File: config.mk
export PLATFORM = sky130hd
export DESIGN_NAME = bidir_hs_port
export DESIGN_NICKNAME = d
export VERILOG_FILES = /design/src/rtl/bidir_hs_port_pkg.sv /design/src/rtl/bidir_hs_port_ctrl.sv /design/src/rtl/bidir_hs_port_dp.sv /design/src/rtl/bidir_hs_port.sv
export SDC_FILE = /design/constraint.sdc
export NUM_CORES = 1
export LEC_CHECK = 0
export ABC_AREA = 1
export BUFFER_PORTS_ARGS = -buffer_cell sky130_fd_sc_hd__buf_2
export CORE_MARGIN = 3
export CORE_UTILIZATION = 40
export DETAILED_ROUTE_END_ITERATION = 12
export HOLD_SLACK_MARGIN = 0.12
export PLACE_DENSITY_LB_ADDON = 0.2
export SYNTH_ARGS = -nofsm -noshare
export SYNTH_HDL_FRONTEND = slang
export SYNTH_SLANG_ARGS = --single-unit
File: constraint.sdc
create_clock -name clk -period 0.8 [get_ports clk]
set_input_delay 0.16 -clock clk [delete_from_list [all_inputs] [get_ports clk]]
set_output_delay 0.16 -clock clk [all_outputs]
set_load 0.03 [all_outputs]
File: src/rtl/bidir_hs_port_pkg.sv
package bidir_hs_port_pkg;

  // Strobes passed from the handshake control to the datapath
  typedef struct packed {
    logic captureRx;   // load receive register from the pins
    logic loadTx;      // load transmit register from the CPU
    logic drivePads;   // enable the pin drivers
  } hsStrobes_t;

  typedef enum logic {
    IE_SEL_RX = 1'b0,
    IE_SEL_TX = 1'b1
  } ieSel_e;

endpackage

File: src/rtl/bidir_hs_port_ctrl.sv
module bidir_hs_port_ctrl
  import bidir_hs_port_pkg::*;
(
  input  logic       clk,
  input  logic       rstN,
  input  logic       cpuWrEn,
  input  logic       cpuRdEn,
  input  logic       ieWrEn,
  input  logic       ieSel,
  input  logic       ieVal,
  input  logic       stbN,
  input  logic       ackN,
  output hsStrobes_t strobes,
  output logic       rxFull,
  output logic       txEmptyN,
  output logic       irq
);

  logic rxIe;
  logic txIe;

  always_comb begin
    strobes.captureRx = ~stbN;
    strobes.loadTx    = cpuWrEn;
    strobes.drivePads = ~ackN;
  end

  // Receive flag: a strobe outranks a CPU read on the same edge
  always_ff @(posedge clk) begin
    if (!rstN)            rxFull <= 1'b0;
    else if (!stbN)       rxFull <= 1'b1;
    else if (cpuRdEn)     rxFull <= 1'b0;
  end

  // Transmit flag (low-true): a CPU write outranks an acknowledge
  always_ff @(posedge clk) begin
    if (!rstN)            txEmptyN <= 1'b1;
    else if (cpuWrEn)     txEmptyN <= 1'b0;
    else if (!ackN)       txEmptyN <= 1'b1;
  end

  // Interrupt enables, bit set/reset style
  always_ff @(posedge clk) begin
    if (!rstN) begin
      rxIe <= 1'b0;
      txIe <= 1'b0;
    end else if (ieWrEn) begin
      if (ieSel_e'(ieSel) == IE_SEL_RX) rxIe <= ieVal;
      else                              txIe <= ieVal;
    end
  end

  assign irq = (rxFull & rxIe) | (txEmptyN & txIe);

endmodule

File: src/rtl/bidir_hs_port_dp.sv
module bidir_hs_port_dp
  import bidir_hs_port_pkg::*;
#(
  parameter int DATA_W = 8
) (
  input  logic              clk,
  input  logic              rstN,
  input  hsStrobes_t        strobes,
  input  logic [DATA_W-1:0] padIn,
  input  logic [DATA_W-1:0] cpuWrData,
  output logic [DATA_W-1:0] cpuRdData,
  output logic [DATA_W-1:0] padOut,
  output logic [DATA_W-1:0] padOe
);

  localparam logic [DATA_W-1:0] ZERO = '0;

  logic [DATA_W-1:0] rxReg;
  logic [DATA_W-1:0] txReg;

  always_ff @(posedge clk) begin
    if (!rstN)                  rxReg <= ZERO;
    else if (strobes.captureRx) rxReg <= padIn;
  end

  always_ff @(posedge clk) begin
    if (!rstN)               txReg <= ZERO;
    else if (strobes.loadTx) txReg <= cpuWrData;
  end

  assign cpuRdData = rxReg;
  assign padOut    = txReg;

  // One drive enable per pin
  for (genvar b = 0; b < DATA_W; b++) begin : g_oe
    assign padOe[b] = strobes.drivePads;
  end

endmodule

File: src/rtl/bidir_hs_port.sv
module bidir_hs_port
  import bidir_hs_port_pkg::*;
#(
  parameter int DATA_W = 8
) (
  input  logic              clk,
  input  logic              rstN,
  input  logic              cpuWrEn,
  input  logic [DATA_W-1:0] cpuWrData,
  input  logic              cpuRdEn,
  output logic [DATA_W-1:0] cpuRdData,
  input  logic              ieWrEn,
  input  logic              ieSel,
  input  logic              ieVal,
  input  logic [DATA_W-1:0] padIn,
  output logic [DATA_W-1:0] padOut,
  output logic [DATA_W-1:0] padOe,
  input  logic              stbN,
  input  logic              ackN,
  output logic              rxFull,
  output logic              txEmptyN,
  output logic              irq
);

  hsStrobes_t strobes;

  bidir_hs_port_ctrl u_ctrl (
    .clk      (clk),
    .rstN     (rstN),
    .cpuWrEn  (cpuWrEn),
    .cpuRdEn  (cpuRdEn),
    .ieWrEn   (ieWrEn),
    .ieSel    (ieSel),
    .ieVal    (ieVal),
    .stbN     (stbN),
    .ackN     (ackN),
    .strobes  (strobes),
    .rxFull   (rxFull),
    .txEmptyN (txEmptyN),
    .irq      (irq)
  );

  bidir_hs_port_dp #(.DATA_W(DATA_W)) u_dp (
    .clk       (clk),
    .rstN      (rstN),
    .strobes   (strobes),
    .padIn     (padIn),
    .cpuWrData (cpuWrData),
    .cpuRdData (cpuRdData),
    .padOut    (padOut),
    .padOe     (padOe)
  );

endmodule

# ---- Word-level counts from Yosys, hierarchy flattened
# Index checks and enable logic that the tools add are counted.
dict set report classes {
  n_eq_ne 2
  n_mux 4
  n_bitwise 5
  reduce_logical 2
}
# operator n
set op_table {}
lappend op_table {{1-bit 2-to-1 mux} 4}
lappend op_table {{2-bit inequality test, second input constant} 2}
lappend op_table {{2-bit AND reduction} 2}
lappend op_table {{1-bit AND} 2}
lappend op_table {{1-bit NOT} 2}
lappend op_table {{1-bit bitwise OR} 1}
dict set report word_totals {
  register_bits 20
  in_bits 25
  out_inout_bits 27
  word_cells 19
}

# ---- Depth between registers and ports, before layout
# Gate-level depths: netlist of the first run.
dict set report depth {
  depth_word 2
  mapped_depth 4
  ltp_nobuf 4
}

# ---- Cells and area by module
# A second synthesis of the first run with hierarchy kept.
dict set report unflattened {
  cells_unflattened 136
  area_unflattened_um2 939.7
}
# module n_inst cells_per_inst area_per_inst_um2 seq_area_each_um2
set modules_own_cells {}
lappend modules_own_cells {bidir_hs_port_dp 1 110 765.7 320.3}
lappend modules_own_cells {bidir_hs_port_ctrl 1 26 173.9 80.1}

# ---- Worst setup path after synthesis of the first run
# OpenSTA, ideal clock, no wires.
dict set report synth_timing {
  kind {reg2out}
  start {reg u_ctrl.rxFull}
  end {out irq}
  arrival_ps 811
  required_ps 640
  setup_slack_ps -171
  path_stages_with_launch 3
  path_buffers 0
  path_cell_list {dfxtp_1 > nand2_1 > nand2_1}
}
dict set report synth_via {
  elab_chain_len 2
}
# item line
set synth_lines {}
lappend synth_lines {{start: declaration} bidir_hs_port_ctrl.sv:14} ;# output logic rxFull,
lappend synth_lines {{start signal: assignment} bidir_hs_port_ctrl.sv:30} ;# if (!rstN) rxFull <= 1'b0;
lappend synth_lines {{start signal: assignment} bidir_hs_port_ctrl.sv:31} ;# else if (!stbN) rxFull <= 1'b1;
lappend synth_lines {{start signal: assignment} bidir_hs_port_ctrl.sv:32} ;# else if (cpuRdEn) rxFull <= 1'b0;
lappend synth_lines {{1-bit AND} bidir_hs_port_ctrl.sv:53} ;# assign irq = (rxFull & rxIe) | (txEmptyN & txIe);
lappend synth_lines {{1-bit bitwise OR} bidir_hs_port_ctrl.sv:53}
lappend synth_lines {{end: declaration} bidir_hs_port.sv:22} ;# output logic irq
# Every way passes these cells.

# ---- Worst setup path in the final report of the first run
dict set report layout_timing {
  start {reg u_ctrl.txIe}
  end {out irq}
}
dict set report layout_via {
  elab_chain_len 2
}
# item line
set layout_lines {}
lappend layout_lines {{start: declaration} bidir_hs_port_ctrl.sv:20} ;# logic txIe;
lappend layout_lines {{start signal: assignment} bidir_hs_port_ctrl.sv:49} ;# else txIe <= ieVal;
lappend layout_lines {{1-bit AND} bidir_hs_port_ctrl.sv:53}
lappend layout_lines {{1-bit bitwise OR} bidir_hs_port_ctrl.sv:53}
# Every way passes these cells.

==> out/results.txt, run 1 <==
# fillers -> 133
RSZ-0062 raised after global routing -> yes
Initial DRC count -> 9
Core area -> 1780 µm²
YS warnings -> 0
Total GRT Usage -> 17.1%
Detailed Routing Iterations Pass 1 -> 3
Slew headroom -> 78.6%
Netlist Area Pre-Place -> 779 µm²
Area occupied by multi-input gates -> 294 µm²
Syn_area_per_cell -> 7.79 µm²
PwrDens -> 1700 nW/µm²
Synthesized Nets -> 125
GRT overflow -> 0
CTS tree -> built
IO Pins -> 52
H-Tree Depth -> 1
First-pass GRT wire length -> 3.28 mm
Worst vdd ir -> 1.28 mV
Clock transition at path regs -> 100 ps
Setup Viol. Count Final -> 19
Die Y -> 50.1 µm
CTS Root Cell -> clkbuf_4
CP Launch Type -> flop
Final hold slack -> 159 ps
Clk_lat worst skew -> 290 ps
FMAX -> 949 MHz
Top post-synthesis cells by area -> dfxtp_1, nor2_1, o21ai_0
Commonest non-fill, non-tap cell in the layout -> buf_2
N_diodes -> 0
Largest net degree at the start of global routing -> 20
Pleak -> 0.653 nW
Post-synthesis sequential area ratio -> 51.4%
Rows -> 15
Drt wl/cell -> 10.9 µm
Yosys top cell by area -> dfxtp_1
Synth Register Bits -> 20
Critical Path Fanout Max -> 2
Total Power -> 2.30 mW
Routed Antenna Nets -> 0
Setup Buffers After CTS -> 0
Worst path cell trace -> nand2_2, nand2_2, buf_6
CP bufs+invs -> 1
Max Cap Viol -> 0
Routed WL -> 2.04 mm
Fin Clk Skew -> 0 ps
WP data required -> 640 ps
Die ar. -> 2510 µm²
Status -> finished with violations
Most frequent cells in the layout -> buf_2, nor2_1, dfxtp_2, dlygate4sd3_1, buf_6
Number of global-route vias before repair -> 761
Max Slew Vio Count -> 0
Worst path max stage delay -> 350 ps
Buffers on Ports -> 51
Top cell by count, worst path -> nand2_2
Critical path type -> flop to output pin
Failing checks -> negative setup slack
Final nets -> 188
Clk sinks -> 20
Worst EP arrival -> 890 ps
Crit-path slowest cell -> dfxtp_1
Top-area cell type share of the netlist area -> 51.4%
Period utilization -> 132%
Count of final hold-check violations -> 0
Drt via density -> 4.44
Initial Util -> 43.7%
Slew @ Worst Pin -> 321 ps
Util after Layout -> 76.1%
CTS Buf Count -> 3
Yosys cell types -> 13
P&R area growth vs syn -> 74.2%
Worst-case clock buffer depth -> 2
Post-Synthesis Cells -> 100
Placed cell count -> 166
Period minus WS final -> 1050 ps
Nature of the critical path endpoint -> output pin
Final worst setup slack -> -254 ps
Via Count -> 830
Cell Count, Final, Fillers Out -> 187
Layout cell share with drive strength beyond 1 -> 53.1%
Setup TNS -> -2670 ps
Placer Congestion -> 0.664
Initial antenna violation count -> 0
DIE WIDTH -> 50.1 µm
DRC Markers -> 0
FF/Latch Area -> 424 µm²
Hold crit path type -> input pin to flop
CP delay by family, top -> flip-flops
metrics by stage:
step	setup slack, ps	instance area, µm²
2_1_floorplan	-6.82	788
3_3_place_gp	39.0	986
3_5_place_dp	21.2	986
4_1_cts	-262	1340
5_1_grt	-312	1360
6_report	-254	1360
synthesized netlist by cell type (all sizes together):
library cell	number
a21oi	3
buf	10
dfxtp	20
inv	7
nand2	8
nand3	2
nor2	33
o21ai	17
power by group:
| group | total, mW | internal [mW] | switching (mW) |
|---|---|---|---|
| sequential | 1.12 | 1.08 | 0.0466 |
| clock | 0.562 | 0.278 | 0.285 |
| combinational | 0.616 | 0.278 | 0.338 |
| total | 2.30 | 1.63 | 0.669 |
worst paths after layout:
| check | depth (start not counted) | to | from | slack [ps] |
|---|---|---|---|---|
| setup / recovery | 3 | irq | u_ctrl.txIe | -250 |
| hold / removal | 3 | u_ctrl.rxIe | ieWrEn | 160 |
| setup reg to reg | 2 | u_ctrl.txEmptyN | u_ctrl.txEmptyN | 140 |
| hold reg to reg | 2 | u_ctrl.txIe | u_ctrl.txIe | 490 |
repair_timing:
action	4_1_cts	5_1_grt
pin swaps	0	2
endpoints found under the hold margin	18	0
setup endpoints to repair	19	30
gates resized for setup	54	16
hold buffers	18	0
cell type report:
cell class,instances,area share [%]
inverter,7,2.21
timing repair buffer,68,39.9
multi-input combinational,63,21.7
tap,25,2.30
sequential,20,31.2
clock buffer,4,2.67
worst register-to-register path, stage by stage, from the launching register on:
cell	delay, ps
dfxtp_2	340
o21ai_0	150
nand2_1	60
metal layers:
metal	share of wire [%]	GRT usage, %
met4	1.9	6.45
met2	54	31.3
met5	0	0
met1	39	18.1
met3	5.0	5.04
registers in the layout (all words and copies together) (netlist names):
register	cells
u_ctrl.rxFull	1
u_dp.cpuRdData	8
u_ctrl.txIe	1
u_dp.padOut	8
u_ctrl.txEmptyN	1
u_ctrl.rxIe	1
cells by family after synthesis:
kind of cell / Yosys count / synth area share [%]
compound gates: 20 / 12.8
buf+inv: 17 / 14.8
flops: 20 / 51.4
simple gates: 43 / 21.0
No activity file was read; power rests on OpenSTA's default activity.
==> run 2, diff against run 1 <==
REMOVE_ABC_BUFFERS = 1   (was default)
==> out/results.txt, run 2 (synthesis gave the netlist of run 1 again) <==
Clk_lat worst skew -> 290 ps (about the same)
FF/Latch Area -> 425 µm² (+0.29%)
Area occupied by multi-input gates -> 273 µm² (-7.2%)
Initial Util -> 43.7% (unchanged)
Number of global-route vias before repair -> 833 (+9.5%)
Setup Viol. Count Final -> 20 (+1)
Final hold slack -> 127 ps (-31.4 ps)
First-pass GRT wire length -> 3.55 mm (+8.0%)
Count of final hold-check violations -> 0 (unchanged)
Max Cap Viol -> 0 (unchanged)
Drt wl/cell -> 11.7 µm (+7.5%)
Worst-case clock buffer depth -> 2 (unchanged)
Worst vdd ir -> 1.55 mV (+21%)
Die ar. -> 2510 µm² (unchanged)
IO Pins -> 52 (unchanged)
Total GRT Usage -> 18.1% (+1.0 points)
DP HPWL -> 1.27 mm
Clk sinks -> 20 (unchanged)
Initial antenna violation count -> 0 (unchanged)
CP Launch Type -> flop
Critical path type -> flop to output pin
WP data required -> 640 ps (about the same)
Pleak -> 0.667 nW (+2.1%)
Status -> finished with violations
Largest net degree at the start of global routing -> 20 (unchanged)
DRC Markers -> 0 (unchanged)
Detailed Routing Iterations Pass 1 -> 2 (-1)
Layout cell share with drive strength beyond 1 -> 50.3% (-2.8 points)
P&R area growth vs syn -> 72.2%
Core area -> 1780 µm² (unchanged)
Routed Antenna Nets -> 0 (unchanged)
Drt via density -> 4.56 (+2.7%)
Placement Setup Slack -> 16.2 ps (-4.93 ps)
Buffers on Ports -> 51 (unchanged)
CTS Buf Count -> 3 (unchanged)
Slew headroom -> 80.3% (+1.7 points)
FMAX -> 943 MHz (-0.63%)
Rows -> 15 (unchanged)
Critical Path Fanout Max -> 2 (unchanged)
Period minus WS final -> 1060 ps (+6.64 ps)
# fillers -> 131 (-1.5%)
Die Y -> 50.1 µm (unchanged)
H-Tree Depth -> 1 (unchanged)
Fin Clk Skew -> 0 ps (unchanged)
Routed WL -> 2.18 mm (+6.9%)
Final nets -> 187 (-0.53%)
Most frequent cells in the layout -> nor2_1, buf_2, dfxtp_2, buf_6, dlygate4sd3_1
Period utilization -> 133% (+0.83 points)
CTS tree -> built
Total Power -> 2.54 mW (+10%)
Placer Congestion -> 0.688 (+3.6%)
Placed Instance Area -> 977 µm² (-0.89%)
GRT overflow -> 0 (unchanged)
Final worst setup slack -> -261 ps (-6.64 ps)
Commonest non-fill, non-tap cell in the layout -> nor2_1
Nature of the critical path endpoint -> output pin
DIE WIDTH -> 50.1 µm (unchanged)
Clock transition at path regs -> 120 ps (+20 ps)
Design Area, Final -> 1340 µm² (-1.1%)
Worst EP arrival -> 900 ps (about the same)
Failing checks -> negative setup slack
RSZ-0062 raised after global routing -> yes
Via Count -> 848 (+2.2%)
Slew @ Worst Pin -> 295 ps (-26.1 ps)
CTS Root Cell -> clkbuf_4
N_diodes -> 0 (unchanged)
PwrDens -> 1890 nW/µm² (+11%)
Setup TNS -> -2640 ps (+27.4 ps)
Hold crit path type -> input pin to flop
Initial DRC count -> 8 (-1)
Max Slew Vio Count -> 0 (unchanged)
-- run 2: cell count changes in the layout (fill, tap and decap cells not counted), sizes merged --
cell / before / now
dlygate4sd3: 18 / 15
bufinv: 0 / 1
clkinvlp: 1 / 0
dlymetal6s4s: 0 / 1
inv: 6 / 7
-- run 2: cell type report --
class | count | share of cell area (%)
Sequential cell | 20 | 31.7
Inverter | 7 | 1.96
Tap cell | 25 | 2.33
Clock inverter | 1 | 2.24
Clock buffer | 3 | 1.68
Multi-Input combinational cell | 63 | 20.3
Timing Repair Buffer | 67 | 39.8
-- run 2: power breakdown --
part / internal (mW) / switching, mW / total [mW]
combinational: 0.273 / 0.334 / 0.606
clock: 0.506 / 0.302 / 0.808
sequential: 1.08 / 0.0455 / 1.12
-- run 2: repair_timing --
action,CTS,global route
resized for setup,55,14
buffers inserted,0,1
hold buffers,16,0
setup endpoints to repair,19,37
pin swaps,1,2
endpoints found under the hold margin,17,0
-- run 2: worst max-delay path, stage by stage (launching register included) --
cell,delay [ps]
dfxtp_2,350
nand2_1,50
nand2_1,70
buf_6,130
-- run 2: path summary, 6_finish.rpt --
kind	start	endpoint	slack, ps	cells past startpoint
worst max-delay path	u_ctrl.rxIe	irq	-260	3
worst min-delay path	padIn[7]	u_dp.cpuRdData[7]	130	3
worst max register to register	u_dp.padOut[2]	u_dp.padOut[2]	60	3
worst min register to register	u_ctrl.txIe	u_ctrl.txIe	470	2
-- run 2: layer usage --
layer,wire length [µm],vias up,global-route usage (%)
met5,0,-,0
met4,14,0,4.15
met3,100,2,3.26
met2,1250,27,38.3
met1,816,390,17.3
li1,-,429,-
-- run 2: through the flow --
stage / utilization (%) / std cells
final: 75.3 / 186
after global routing: 75.3 / 186
after CTS: 74.2 / 186
after detailed placement: 54.8 / 166
after global placement: 54.8 / 166
after floorplan: - / 90
